[config.mk]
export PLATFORM = sky130hd
export DESIGN_NAME = iq_status_enc
export DESIGN_NICKNAME = d
export VERILOG_FILES = /design/src/rtl/iq_pkg.sv /design/src/rtl/iq_queue.sv /design/src/rtl/iq_start_arb.sv /design/src/rtl/iq_status_mux.sv /design/src/rtl/iq_status_enc.sv
export SDC_FILE = /design/constraint.sdc
export NUM_CORES = 1
export LEC_CHECK = 0
export ABC_AREA = 1
export CORE_AREA = 2 2 80 82
export CTS_BUF_LIST = sky130_fd_sc_hd__clkbuf_4 sky130_fd_sc_hd__clkbuf_8
export DETAILED_ROUTE_END_ITERATION = 8
export DIE_AREA = 0 0 82 84
export HOLD_SLACK_MARGIN = 0.15
export PLACE_DENSITY = 0.74
export SYNTH_ARGS = -nofsm -noshare
export SYNTH_HDL_FRONTEND = slang
export SYNTH_SLANG_ARGS = --single-unit
[constraint.sdc]
create_clock -name clk -period 2.9 [get_ports clk]
set_input_delay 0.58 -clock clk [delete_from_list [all_inputs] [get_ports clk]]
set_output_delay 0.58 -clock clk [all_outputs]
set_load 0.05 [all_outputs]
[src/rtl/iq_pkg.sv]
package iq_pkg;
  typedef enum logic [1:0] {
    MV_HOLD = 2'b00,
    MV_LOAD = 2'b10
  } mov_code_e;

  typedef enum logic [1:0] {
    EX_CONT = 2'b00,
    EX_INT  = 2'b01,
    EX_EVEN = 2'b10,
    EX_ODD  = 2'b11
  } exec_code_e;

  localparam logic [7:0] PREBYTE = 8'h18;
endpackage

[src/rtl/iq_queue.sv]
module iq_queue #(
  parameter int W     = 16,
  parameter int DEPTH = 3
) (
  input  logic               clk,
  input  logic               rst,
  input  logic               adv,
  input  logic [W-1:0]       din,
  output logic [DEPTH*W-1:0] stages,
  output logic [DEPTH-1:0]   valids
);
  logic [W-1:0]     st_q [DEPTH];
  logic [DEPTH-1:0] vl_q;

  for (genvar k = 0; k < DEPTH; k++) begin : g_stage
    if (k == 0) begin : g_head
      always_ff @(posedge clk) begin
        if (rst) begin
          st_q[k] <= '0;
          vl_q[k] <= 1'b0;
        end else if (adv) begin
          st_q[k] <= din;
          vl_q[k] <= 1'b1;
        end
      end
    end else begin : g_tail
      always_ff @(posedge clk) begin
        if (rst) begin
          st_q[k] <= '0;
          vl_q[k] <= 1'b0;
        end else if (adv) begin
          st_q[k] <= st_q[k-1];
          vl_q[k] <= vl_q[k-1];
        end
      end
    end
    assign stages[k*W +: W] = st_q[k];
  end

  assign valids = vl_q;


  valid_shift_chk: assert property (@(posedge clk) disable iff (rst)
    adv |=> valids[0]);
endmodule

[src/rtl/iq_start_arb.sv]
module iq_start_arb
  import iq_pkg::*;
#(
  parameter int W = 16
) (
  input  logic         clk,
  input  logic         rst,
  input  logic         st_even,
  input  logic         st_odd,
  input  logic         st_int,
  input  logic [W-1:0] oldest,
  output logic [1:0]   evt_code
);
  localparam int BW = 8;

  logic          blk_q, pend_q;
  logic [BW-1:0] sbyte;
  logic          any_start, take_int;

  assign any_start = st_even | st_odd;
  assign sbyte     = st_even ? oldest[W-1 -: BW] : oldest[BW-1:0];
  assign take_int  = !blk_q && (st_int || (pend_q && any_start));

  always_comb begin
    if (take_int)     evt_code = EX_INT;
    else if (st_even) evt_code = EX_EVEN;
    else if (st_odd)  evt_code = EX_ODD;
    else              evt_code = EX_CONT;
  end

  always_ff @(posedge clk) begin
    if (rst) begin
      blk_q  <= 1'b0;
      pend_q <= 1'b0;
    end else begin
      if (take_int) begin
        blk_q  <= 1'b0;
        pend_q <= 1'b0;
      end else begin
        if (any_start) blk_q <= (sbyte == PREBYTE);
        if (st_int && blk_q) pend_q <= 1'b1;
      end
    end
  end


  prebyte_block_chk: assert property (@(posedge clk) disable iff (rst)
    blk_q |-> evt_code != EX_INT);


  pend_kept_chk: assert property (@(posedge clk) disable iff (rst)
    (st_int && blk_q) |=> pend_q);
endmodule

[src/rtl/iq_status_mux.sv]
module iq_status_mux
  import iq_pkg::*;
(
  input  logic       clk,
  input  logic       rst,
  input  logic       phase,
  input  logic       adv,
  input  logic [1:0] evt_code,
  output logic [1:0] qstat
);
  logic [1:0] mov_q, evt_q, exec_q;

  always_ff @(posedge clk) begin
    if (rst) begin
      mov_q  <= MV_HOLD;
      evt_q  <= EX_CONT;
      exec_q <= EX_CONT;
    end else begin
      mov_q  <= adv ? MV_LOAD : MV_HOLD;
      evt_q  <= evt_code;
      exec_q <= evt_q;
    end
  end

  assign qstat = phase ? exec_q : mov_q;


  exec_delay_chk: assert property (@(posedge clk) disable iff (rst)
    !$stable(evt_q) |=> exec_q == $past(evt_q));
endmodule

[src/rtl/iq_status_enc.sv]
module iq_status_enc
  import iq_pkg::*;
#(
  parameter int W     = 16,
  parameter int DEPTH = 3
) (
  input  logic               clk,
  input  logic               rst,
  input  logic               phase_i,
  input  logic               adv_i,
  input  logic [W-1:0]       bus_data_i,
  input  logic               st_even_i,
  input  logic               st_odd_i,
  input  logic               st_int_i,
  output logic [DEPTH*W-1:0] stage_o,
  output logic [DEPTH-1:0]   valid_o,
  output logic [1:0]         qstat_o
);
  localparam int OLD_LO = (DEPTH-1)*W;

  logic [1:0] evt_code;

  iq_queue #(.W(W), .DEPTH(DEPTH)) u_queue (
    .clk(clk), .rst(rst), .adv(adv_i), .din(bus_data_i),
    .stages(stage_o), .valids(valid_o)
  );

  iq_start_arb #(.W(W)) u_arb (
    .clk(clk), .rst(rst), .st_even(st_even_i), .st_odd(st_odd_i),
    .st_int(st_int_i), .oldest(stage_o[OLD_LO +: W]), .evt_code(evt_code)
  );

  iq_status_mux u_mux (
    .clk(clk), .rst(rst), .phase(phase_i), .adv(adv_i),
    .evt_code(evt_code), .qstat(qstat_o)
  );


  reset_clear_chk: assert property (@(posedge clk)
    rst |=> (stage_o == '0) && (valid_o == '0) && (qstat_o == 2'b00));


  shift_load_chk: assert property (@(posedge clk) disable iff (rst)
    adv_i |=> (stage_o[DEPTH*W-1:W] == $past(stage_o[(DEPTH-1)*W-1:0]))
              && (stage_o[W-1:0] == $past(bus_data_i)));


  hold_chk: assert property (@(posedge clk) disable iff (rst)
    !adv_i |=> $stable(stage_o) && $stable(valid_o));


  move_code_chk: assert property (@(posedge clk) disable iff (rst)
    ($past(adv_i && !rst) && !phase_i) |-> qstat_o == 2'b10);
endmodule

Word-level counts from Yosys, hierarchy flattened --
Memories as Yosys holds them, arrays and structs flattened. Cells that the tools add are included.
Word-level totals: register bits 11, bits in writable memories 48, output and inout bits 53, logic and storage cells 35, memories 1
Operators by class: equality and inequality tests 1, multiplexer cells 14, bitwise operators 4, reduce and logical (&&, ||, !) cells 6
Memory list:
- u_queue.st_q | words 3, width 16, rd ports 3, clocked after memory_dff 0, write ports 3, line iq_queue.sv:12 | logic [W-1:0] st_q [DEPTH];
Operators by type and width (number):
- $mux W16 | 3
- $eq A8 B5 Y1 const B | 1
- $mux W2 | 4
- $mux W8 | 1
- $mux W1 | 6
- $or A1 B1 Y1 | 4
- $logic_and A1 B1 Y1 | 3
- $reduce_or A2 Y1 | 1
- $logic_not A1 Y1 | 1
- $logic_or A1 B1 Y1 | 1

Depth between registers and ports, before layout --
Gate-level depths: netlist of the first run.
depth after elaboration 5, gate-level depth with buffers 6, mapped depth without buffers 6

Hierarchy --
From an unflattened synthesis of the first run, not the netlist that was laid out.
Unflattened totals: cell total of the unflattened synthesis 222, area, all modules 2323.5 um^2
Modules (own cells, without submodules):
- iq_queue | instances 1, cells an instance 164, area each 1968.1 um^2, seq. area each 1501.4 um^2
- iq_start_arb | instances 1, cells an instance 37, area each 195.2 um^2, seq. area each 40.0 um^2
- iq_status_mux | instances 1, cells an instance 21, area each 160.2 um^2, seq. area each 100.1 um^2

Worst setup path after synthesis of the first run --
Ideal clock, no wire load.
path kind in2reg, start input adv_i, end memory u_queue.st_q[0][0] (enable), data arrival time 1.731 ns, data required time 2.492 ns, path slack 0.761 ns, cell stages on the path 2, path buffers 0, cell sequence inv_1 -> nand2_1
RTL lines:
- from (decl) | line iq_status_enc.sv:10 | input logic adv_i,
- to (decl) | line iq_queue.sv:12

Final worst setup path of the first run --
start input phase_i, end output qstat_o[1]
On the way: cells in the longest elaborated chain, start to end 1
RTL lines:
- from (decl) | line iq_status_enc.sv:9 | input logic phase_i,
- $mux W2 | line iq_status_mux.sv:25 | assign qstat = phase ? exec_q : mov_q;
- to (decl) | line iq_status_enc.sv:17 | output logic [1:0] qstat_o
Every way passes these cells.

==> impl_summary.txt, run 1 <==
----------------------------------------------------
[Synth]
  EDFF count, synth ... 48
  Yosys warns ... 0
  Sequential share of the synthesized area ... 70.1%
  #FFs+latches synth ... 58
  Cell area after technology mapping ... 2340 sq um
  Synth cell types ... 19
  Most used DFF post-synth ... sky130_fd_sc_hd__edfxtp_1
  FFs w/ async S/R, synth ... 0%
  Post-synthesis cell count ... 213
  Mean instance size in the synthesized netlist ... 11.0 sq um
  Number of nets in the synthesized netlist ... 236

[STA]
  Largest clock skew in the final design ... 0.00975 ns
  Total Negative Setup Slacks ... 0 ns
  Shortest period the worst path allows ... 2.67 ns
  Minimum setup slack in the final design ... 0.232 ns
  Count of final max-slew check failures ... 0
  Fraction of the cycle the final worst path needs ... 92.0%
  Number of endpoints with negative hold slack in the final report ... 0
  Total setup violations reported at the end of the flow ... 0
  Relative slew margins ... 63.9%
  Maximum achievable frequency ... 0.375 GHz
  Worst-margin pin slew ... 0.539 ns
  RSZ-0062 raised after global routing ... no

[Pwr]
  Worst vdd ir ... 0.280 mV
  Net load switching power ... 0.000557 W
  Part of the power in combinational logic ... 19.5%
  Part of the power in the clock network ... 30.4%
  Sequential share of power ... 50.0%
  Power density of the placed cells ... 592 nW/um^2
  Switching power share of the total ... 28.3%
  Internal power contribution ... 0.00141 W
  Leakage component of the power ... 1.39 nW

[Route]
  Starting DRC count in detailed routing ... 45
  Average detailed-routed wire length per instance ... 11.5 microns
  DR vias/cell ... 4.17
  Number of remaining DRC errors ... 0
  Number of nets with antenna violations after detailed routing ... 0
  Wire length after detailed routing ... 4320 microns
  Pre-Repair DR Iteration Count ... 4
  Total number of vias ... 1564

[Global routing]
  Wire length of the first global-routing pass ... 6820 microns
  Antenna violations before repair ... 0
  Largest net degree at the start of global routing ... 51
  Global routing met1 resource utilization ... 15.1%
  Remaining global-route overflow ... 0
  GR Layer Usage met2 ... 21.1%
  GRT Overall Usage ... 13.9%
  Via count of the first global-routing pass ... 1501
  Most heavily used metal layer in global routing ... met2
  GR Layer Usage met3 ... 6.93%

[Floorplanning]
  Die W ... 82 microns
  Area enclosed by the die boundary ... 6890 sq um
  Cell row count ... 29
  Area of the core ... 6100 sq um
  Y dimension of the die ... 84 microns
  Num ports ... 76
  Starting utilization of the core area ... 38.4%

[Clock network]
  Root Driver ... sky130_fd_sc_hd__clkbuf_8
  CTS resizes ... 0
  Clock Pin Slew Worst Setup and Hold Paths ... 0.06 ns
  Number of hold buffers added after cts ... 0
  CTS Buf Count ... 9
  Clock tree from TritonCTS ... yes
  Post-CTS Setup Bufs ... 0
  Clock latency on the worst-skew pair ... 0.33 ns
  CTS Sinks ... 58
  Bufs on Longest Clock Path ... 2
  Max H-tree Level ... 3

[Worst setup path]
  Required time at the endpoint of the critical path ... 2.32 ns
  Startpoint Class ... input port
  CP endpoint kind ... primary output
  Reg2Reg Depth ... 5
  Worst-path fanout max ... 2
  Endpoint of the worst-slack reg-to-reg timing path ... u_arb.blk_q
  Setup slack of the worst register-to-register path ... 1.92 ns
  Data arrival time of the worst path ... 2.09 ns
  Startpoint of the worst register-to-register path ... u_queue.st_q[2][0]
  Startpoint-to-endpoint class of the critical path ... in -> out

[Place]
  PortBufs ... 75
  DP Wirelength ... 3070 microns
  Weighted congestion reported at the end of routability-driven placement ... 0.759
  Pre-CTS WS ... 0.228 ns

[Finish]
  Layout cells sized above 1 ... 10.7%
  NumNets Final ... 319
  Count of inserted antenna diode cells ... 0
  Area grow syn2layout ... 41.9%

[Min path]
  Launch point of the worst hold path ... u_mux.evt_q[0]
  Worst hold-check path type ... reg -> reg
  Hold Path Depth ... 2
  Endpoint of the worst hold path ... u_mux.exec_q[0]

[Status]
  Status ... finished clean

[Flow run]
  Max cap viols ... 0

----------------------------------------------------
==> sequential cells by signal (all words and copies together) (netlist names) <==
| register | count |
|---|---|
| u_mux.evt_q | 2 |
| u_queue.valids | 3 |
| u_arb.pend_q | 1 |
| u_mux.exec_q | 2 |
| u_queue.st_q | 48 |
| u_arb.blk_q | 1 |
| u_mux.mov_q | 1 |
==> cells in the final DEF (no fill, tap or decap), types with 2 or more instances in the layout <==
master / n
sky130_fd_sc_hd__dfxtp_1: 10
sky130_fd_sc_hd__clkbuf_8: 9
sky130_fd_sc_hd__clkdlybuf4s50_1: 75
sky130_fd_sc_hd__a21oi_1: 3
sky130_fd_sc_hd__edfxtp_1: 48
sky130_fd_sc_hd__buf_12: 2
sky130_fd_sc_hd__nor2_1: 52
sky130_fd_sc_hd__nand2_1: 11
sky130_fd_sc_hd__clkbuf_4: 3
sky130_fd_sc_hd__nor2_2: 9
sky130_fd_sc_hd__nand3b_1: 3
sky130_fd_sc_hd__nand3_1: 2
sky130_fd_sc_hd__inv_1: 61
==> synth_stat cells, types with 2 or more instances <==
master	instances	area [sq um]
sky130_fd_sc_hd__a21oi_1	3	15.0
sky130_fd_sc_hd__buf_6	4	45.0
sky130_fd_sc_hd__nor2_1	52	195
sky130_fd_sc_hd__inv_1	61	229
sky130_fd_sc_hd__nand2_1	12	45.0
sky130_fd_sc_hd__nand3_1	2	10.0
sky130_fd_sc_hd__nor2_2	9	56.3
sky130_fd_sc_hd__dfxtp_1	10	200
sky130_fd_sc_hd__edfxtp_1	48	1440
sky130_fd_sc_hd__nand3b_1	3	22.5
==> layout make-up <==
type                    instances  area [sq um]
well taps                      77          96.3
repair buffers                 77           791
inverters                      63           239
flip-flops and latches         58          1640
clock inverters                 1          5.00
fillers                       541          2770
multi-input cells              87           404
clock buffers                  12           146
==> critical path, stage by stage <==
cell,delay [ns]
sky130_fd_sc_hd__clkdlybuf4s50_1,0.48
sky130_fd_sc_hd__mux2_2,0.33
sky130_fd_sc_hd__clkdlybuf4s50_1,0.70
==> per-layer routing <==
| metal | wire [microns] | share of wire, % |
|---|---|---|
| met1 | 1640 | 38 |
| met2 | 2130 | 49 |
| met3 | 432 | 10 |
| met4 | 123 | 2.8 |
| met5 | 0 | 0 |
==> kinds of logic after synthesis <==
group | synth area share [%]
AND/OR/NAND/NOR | 14.5
buffers and inverters | 12.8
flip-flops | 70.1
AO/OA/AOI/OAI | 2.14
multiplexers | 0.481
==> power groups by stage <==
stage / Sequential (W) / Clock (W) / Combinational, W
6_report: 0.000985 / 0.000599 / 0.000385
4_1_cts: 0.000986 / 0.000622 / 0.000388
3_3_place_gp: 0.00100 / 0 / 0.000383
5_1_grt: 0.000991 / 0.000649 / 0.000407
2_1_floorplan: 0.00117 / 0 / 0.0000765
3_5_place_dp: 0.00100 / 0 / 0.000387
==> worst max-delay path by stage <==
stage / startpoint / to / slack [ns]
after CTS: phase_i / qstat_o[1] / 0.23
after detailed placement: phase_i / qstat_o[1] / 0.23
after global placement: phase_i / qstat_o[1] / 0.24
after global routing: phase_i / qstat_o[1] / 0.21
final: phase_i / qstat_o[1] / 0.23
after floorplan: adv_i / u_queue.st_q[0][0] / 0.76
==> metrics by stage <==
stage	power (W)	util, %	hold WS [ns]	cells	instance area (sq um)
floorplan	0.00125	-	0.388	213	2340
global placement	0.00138	52.0	0.390	362	3170
detailed placement	0.00139	52.0	0.402	362	3170
CTS	0.00200	54.5	0.408	375	3320
global route	0.00205	54.5	0.416	375	3320
finish	0.00197	54.5	0.407	375	3320
No activity file was read; power rests on OpenSTA's default activity.
==> run 2, diff against run 1 <==
--- a/config.mk
+++ b/config.mk
@@ -7,4 +7,5 @@
 export LEC_CHECK = 0
 export ABC_AREA = 1
+export CAP_MARGIN = 20
 export CORE_AREA = 2 2 80 82
 export CTS_BUF_LIST = sky130_fd_sc_hd__clkbuf_4 sky130_fd_sc_hd__clkbuf_8
@@ -12,5 +13,5 @@
 export DIE_AREA = 0 0 82 84
 export HOLD_SLACK_MARGIN = 0.15
-export PLACE_DENSITY = 0.74
+export PLACE_DENSITY = 0.77
 export SYNTH_ARGS = -nofsm -noshare
 export SYNTH_HDL_FRONTEND = slang
==> constraint.sdc (replaced) <==
create_clock -name clk -period 2.2 [get_ports clk]
set_input_delay 0.22 -clock clk [delete_from_list [all_inputs] [get_ports clk]]
set_output_delay 0.22 -clock clk [all_outputs]
set_load 0.05 [all_outputs]
==> run 2 against run 1 <==
Via count fell by 0.38%. Non-clock buffer count shrank 1. Critical path depth is the same. Clock skew down 0.0051 ns. Worst hold slack got worse by 0.0025 ns. Sequential power increased by 32%. Register-to-register slack got worse by 0.66 ns. Critical path type unchanged. Highest routed layer unchanged.
==> impl_summary.txt, run 2 (synthesized netlist as in run 1, its figures left out) <==
----------------------------------------------------
[Place]
  Pre-CTS WS ... 0.229 ns (+0.00110 ns)
  Weighted congestion reported at the end of routability-driven placement ... 0.666 (-12%)
  PortBufs ... 75 (unchanged)
  DP Wirelength ... 2940 microns (-4.0%)

[Finish]
  Fill cell instance count of the final layout ... 546 (+0.92%)
  NumNets Final ... 318 (-0.31%)
  Register containing the most flip-flops in the final layout ... u_queue.st_q
  Layout cells sized above 1 ... 10.4% (-0.37 points)
  Area occupied by multi-input gates ... 404 sq um (unchanged)
  Flip-flop count of the largest register, all copies and words added ... 48 (unchanged)
  Area grow syn2layout ... 41.1%
  Post-route core utilization ... 54.2% (-0.29 points)
  Most common cell after layout, fill and taps aside ... sky130_fd_sc_hd__clkdlybuf4s50_1
  Count of inserted antenna diode cells ... 0 (unchanged)
  Reg area ... 1640 sq um (unchanged)
  Most frequent cells in the layout ... sky130_fd_sc_hd__clkdlybuf4s50_1 (75), sky130_fd_sc_hd__inv_1 (61), sky130_fd_sc_hd__nor2_1 (52)

[Worst setup path]
  Cells traversed along the worst timing path ... clkdlybuf4s50_1 -> mux2_2 -> clkdlybuf4s50_1
  Number of buffer and inverter stages on the critical path ... 2 (unchanged)
  CP Launch Point ... phase_i
  Startpoint Class ... input port
  Cell family contributing the most delay on the critical path ... buffers and inverters
  Startpoint of the worst register-to-register path ... u_queue.st_q[2][0]
  Stage delay of the slowest cell on the critical path ... 0.70 ns (about the same)
  Worst-path fanout max ... 2 (unchanged)
  CP endpoint kind ... primary output
  Slowest cell on the critical path ... sky130_fd_sc_hd__clkdlybuf4s50_1
  Required time at the endpoint of the critical path ... 1.98 ns (-0.34 ns)
  Startpoint-to-endpoint class of the critical path ... in -> out
  Critical path's most frequent cell ... sky130_fd_sc_hd__clkdlybuf4s50_1
  Data arrival time of the worst path ... 1.75 ns (-0.34 ns)

[Global routing]
  Via count of the first global-routing pass ... 1472 (-1.9%)
  Largest net degree at the start of global routing ... 51 (unchanged)
  Remaining global-route overflow ... 0 (unchanged)
  Wire length of the first global-routing pass ... 6690 microns (-2.0%)
  GRT Overall Usage ... 13.5% (-0.41 points)
  Antenna violations before repair ... 0 (unchanged)

[STA]
  Shortest period the worst path allows ... 1.97 ns
  Fraction of the cycle the final worst path needs ... 89.4%
  Relative slew margins ... 63.8% (-0.12 points)
  RSZ-0062 raised after global routing ... no
  Worst-margin pin slew ... 0.543 ns (+0.00370 ns)
  Count of final max-slew check failures ... 0 (unchanged)
  Total setup violations reported at the end of the flow ... 0 (unchanged)
  Number of endpoints with negative hold slack in the final report ... 0 (unchanged)
  Post-Route Hold Slack ... 0.404 ns (-0.00252 ns)
  Minimum setup slack in the final design ... 0.233 ns (+0.00146 ns)
  Total Negative Setup Slacks ... 0 ns (unchanged)
  Maximum achievable frequency ... 0.508 GHz
  Largest clock skew in the final design ... 0.00464 ns (-0.00511 ns)

[Route]
  Total number of vias ... 1558 (-0.38%)
  DR vias/cell ... 4.14 (-0.65%)
  Number of remaining DRC errors ... 0 (unchanged)
  Wire length after detailed routing ... 4270 microns (-1.3%)
  Average detailed-routed wire length per instance ... 11.3 microns (-1.6%)
  Starting DRC count in detailed routing ... 81 (+80%)
  Number of nets with antenna violations after detailed routing ... 0 (unchanged)
  Pre-Repair DR Iteration Count ... 4 (unchanged)

[Floorplanning]
  Starting utilization of the core area ... 38.4% (unchanged)
  Num ports ... 76 (unchanged)
  Y dimension of the die ... 84 microns (unchanged)
  Cell row count ... 29 (unchanged)
  Die W ... 82 microns (unchanged)
  Area of the core ... 6100 sq um (unchanged)
  Area enclosed by the die boundary ... 6890 sq um (unchanged)

[Min path]
  Launch point of the worst hold path ... u_mux.evt_q[1]
  Worst hold-check path type ... reg -> reg

[Clock network]
  Max H-tree Level ... 3 (unchanged)
  Clock latency on the worst-skew pair ... 0.32 ns (about the same)
  Root Driver ... sky130_fd_sc_hd__clkbuf_8
  CTS Sinks ... 58 (unchanged)
  Number of hold buffers added after cts ... 0 (unchanged)
  Clock Pin Slew Worst Setup and Hold Paths ... 0.06 ns (about the same)
  CTS resizes ... 0 (unchanged)
  Clock tree from TritonCTS ... yes
  Post-CTS Setup Bufs ... 0 (unchanged)
  CTS Buf Count ... 9 (unchanged)
  Bufs on Longest Clock Path ... 2 (unchanged)

[Pwr]
  Part of the power in combinational logic ... 19.4% (about the same)
  Power Total ... 0.00258 W (+31%)
  Worst vdd ir ... 0.492 mV (+76%)
  Net load switching power ... 0.000752 W (+35%)
  Sequential share of power ... 50.2% (+0.2 points)
  Part of the power in the clock network ... 30.3% (about the same)
  Power density of the placed cells ... 782 nW/um^2 (+32%)
  Switching power share of the total ... 29.1% (+0.81 points)
  Leakage component of the power ... 1.38 nW (-0.59%)
  Internal power contribution ... 0.00183 W (+30%)

[Flow run]
  Max cap viols ... 0 (unchanged)

[Status]
  Status ... finished clean

----------------------------------------------------
run 2: cell types whose count changed in the layout (fill, tap and decap cells not counted), sizes merged:
cell and change:
clkinv +4, clkbuf -2, buf -1
run 2: per-stage QoR:
step	area [sq um]	instances
floorplan	2340	213
global placement	3150	361
detailed placement	3150	361
CTS	3310	376
global route	3310	376
finish	3310	376
run 2: final cells by class:
cell class,instances,share of cell area (%)
multi-input cells,87,12.2
flip-flops and latches,58,49.7
clock inverters,5,0.681
well taps,77,2.91
repair buffers,76,23.3
clock buffers,10,3.97
inverters,63,7.23
run 2: final timing paths:
kind	depth (start not counted)	slack (ns)	end
max	3	0.23	qstat_o[1]
min	2	0.40	u_mux.exec_q[1]
max reg2reg	5	1.26	u_arb.blk_q
min reg2reg	2	0.40	u_mux.exec_q[1]
run 2: metal layers:
metal	vias to the layer above	share of wire (%)	GRT usage [%]
met1	697	41	15.6
met2	55	48	20.2
li1	802	-	-
met5	-	0	0
met4	0	1.1	5.91
met3	4	9.5	7.58
run 2: power by group through the flow:
stage / Sequential (W) / Clock (W) / Combinational (W)
after floorplan: 0.00154 / 0 / 0.000101
after global placement: 0.00132 / 0 / 0.000501
after detailed placement: 0.00132 / 0 / 0.000505
after CTS: 0.00130 / 0.000810 / 0.000507
after global routing: 0.00131 / 0.000877 / 0.000529
final: 0.00130 / 0.000784 / 0.000502
run 2: worst register-to-register path, cell delays in order (launching register included):
cell                       delay [ns]
sky130_fd_sc_hd__edfxtp_1        0.39
sky130_fd_sc_hd__nor2_1          0.12
sky130_fd_sc_hd__nand3b_1        0.12
sky130_fd_sc_hd__nand2_1         0.08
sky130_fd_sc_hd__nand2_1         0.06
sky130_fd_sc_hd__a21oi_2         0.11
==> run 3, diff against run 2 <==
Settings changed: SETUP_SLACK_MARGIN from default to 0.15.
==> results of run 3 <==
Same layout as run 2: the final DEF is identical, and so are final timing and power.
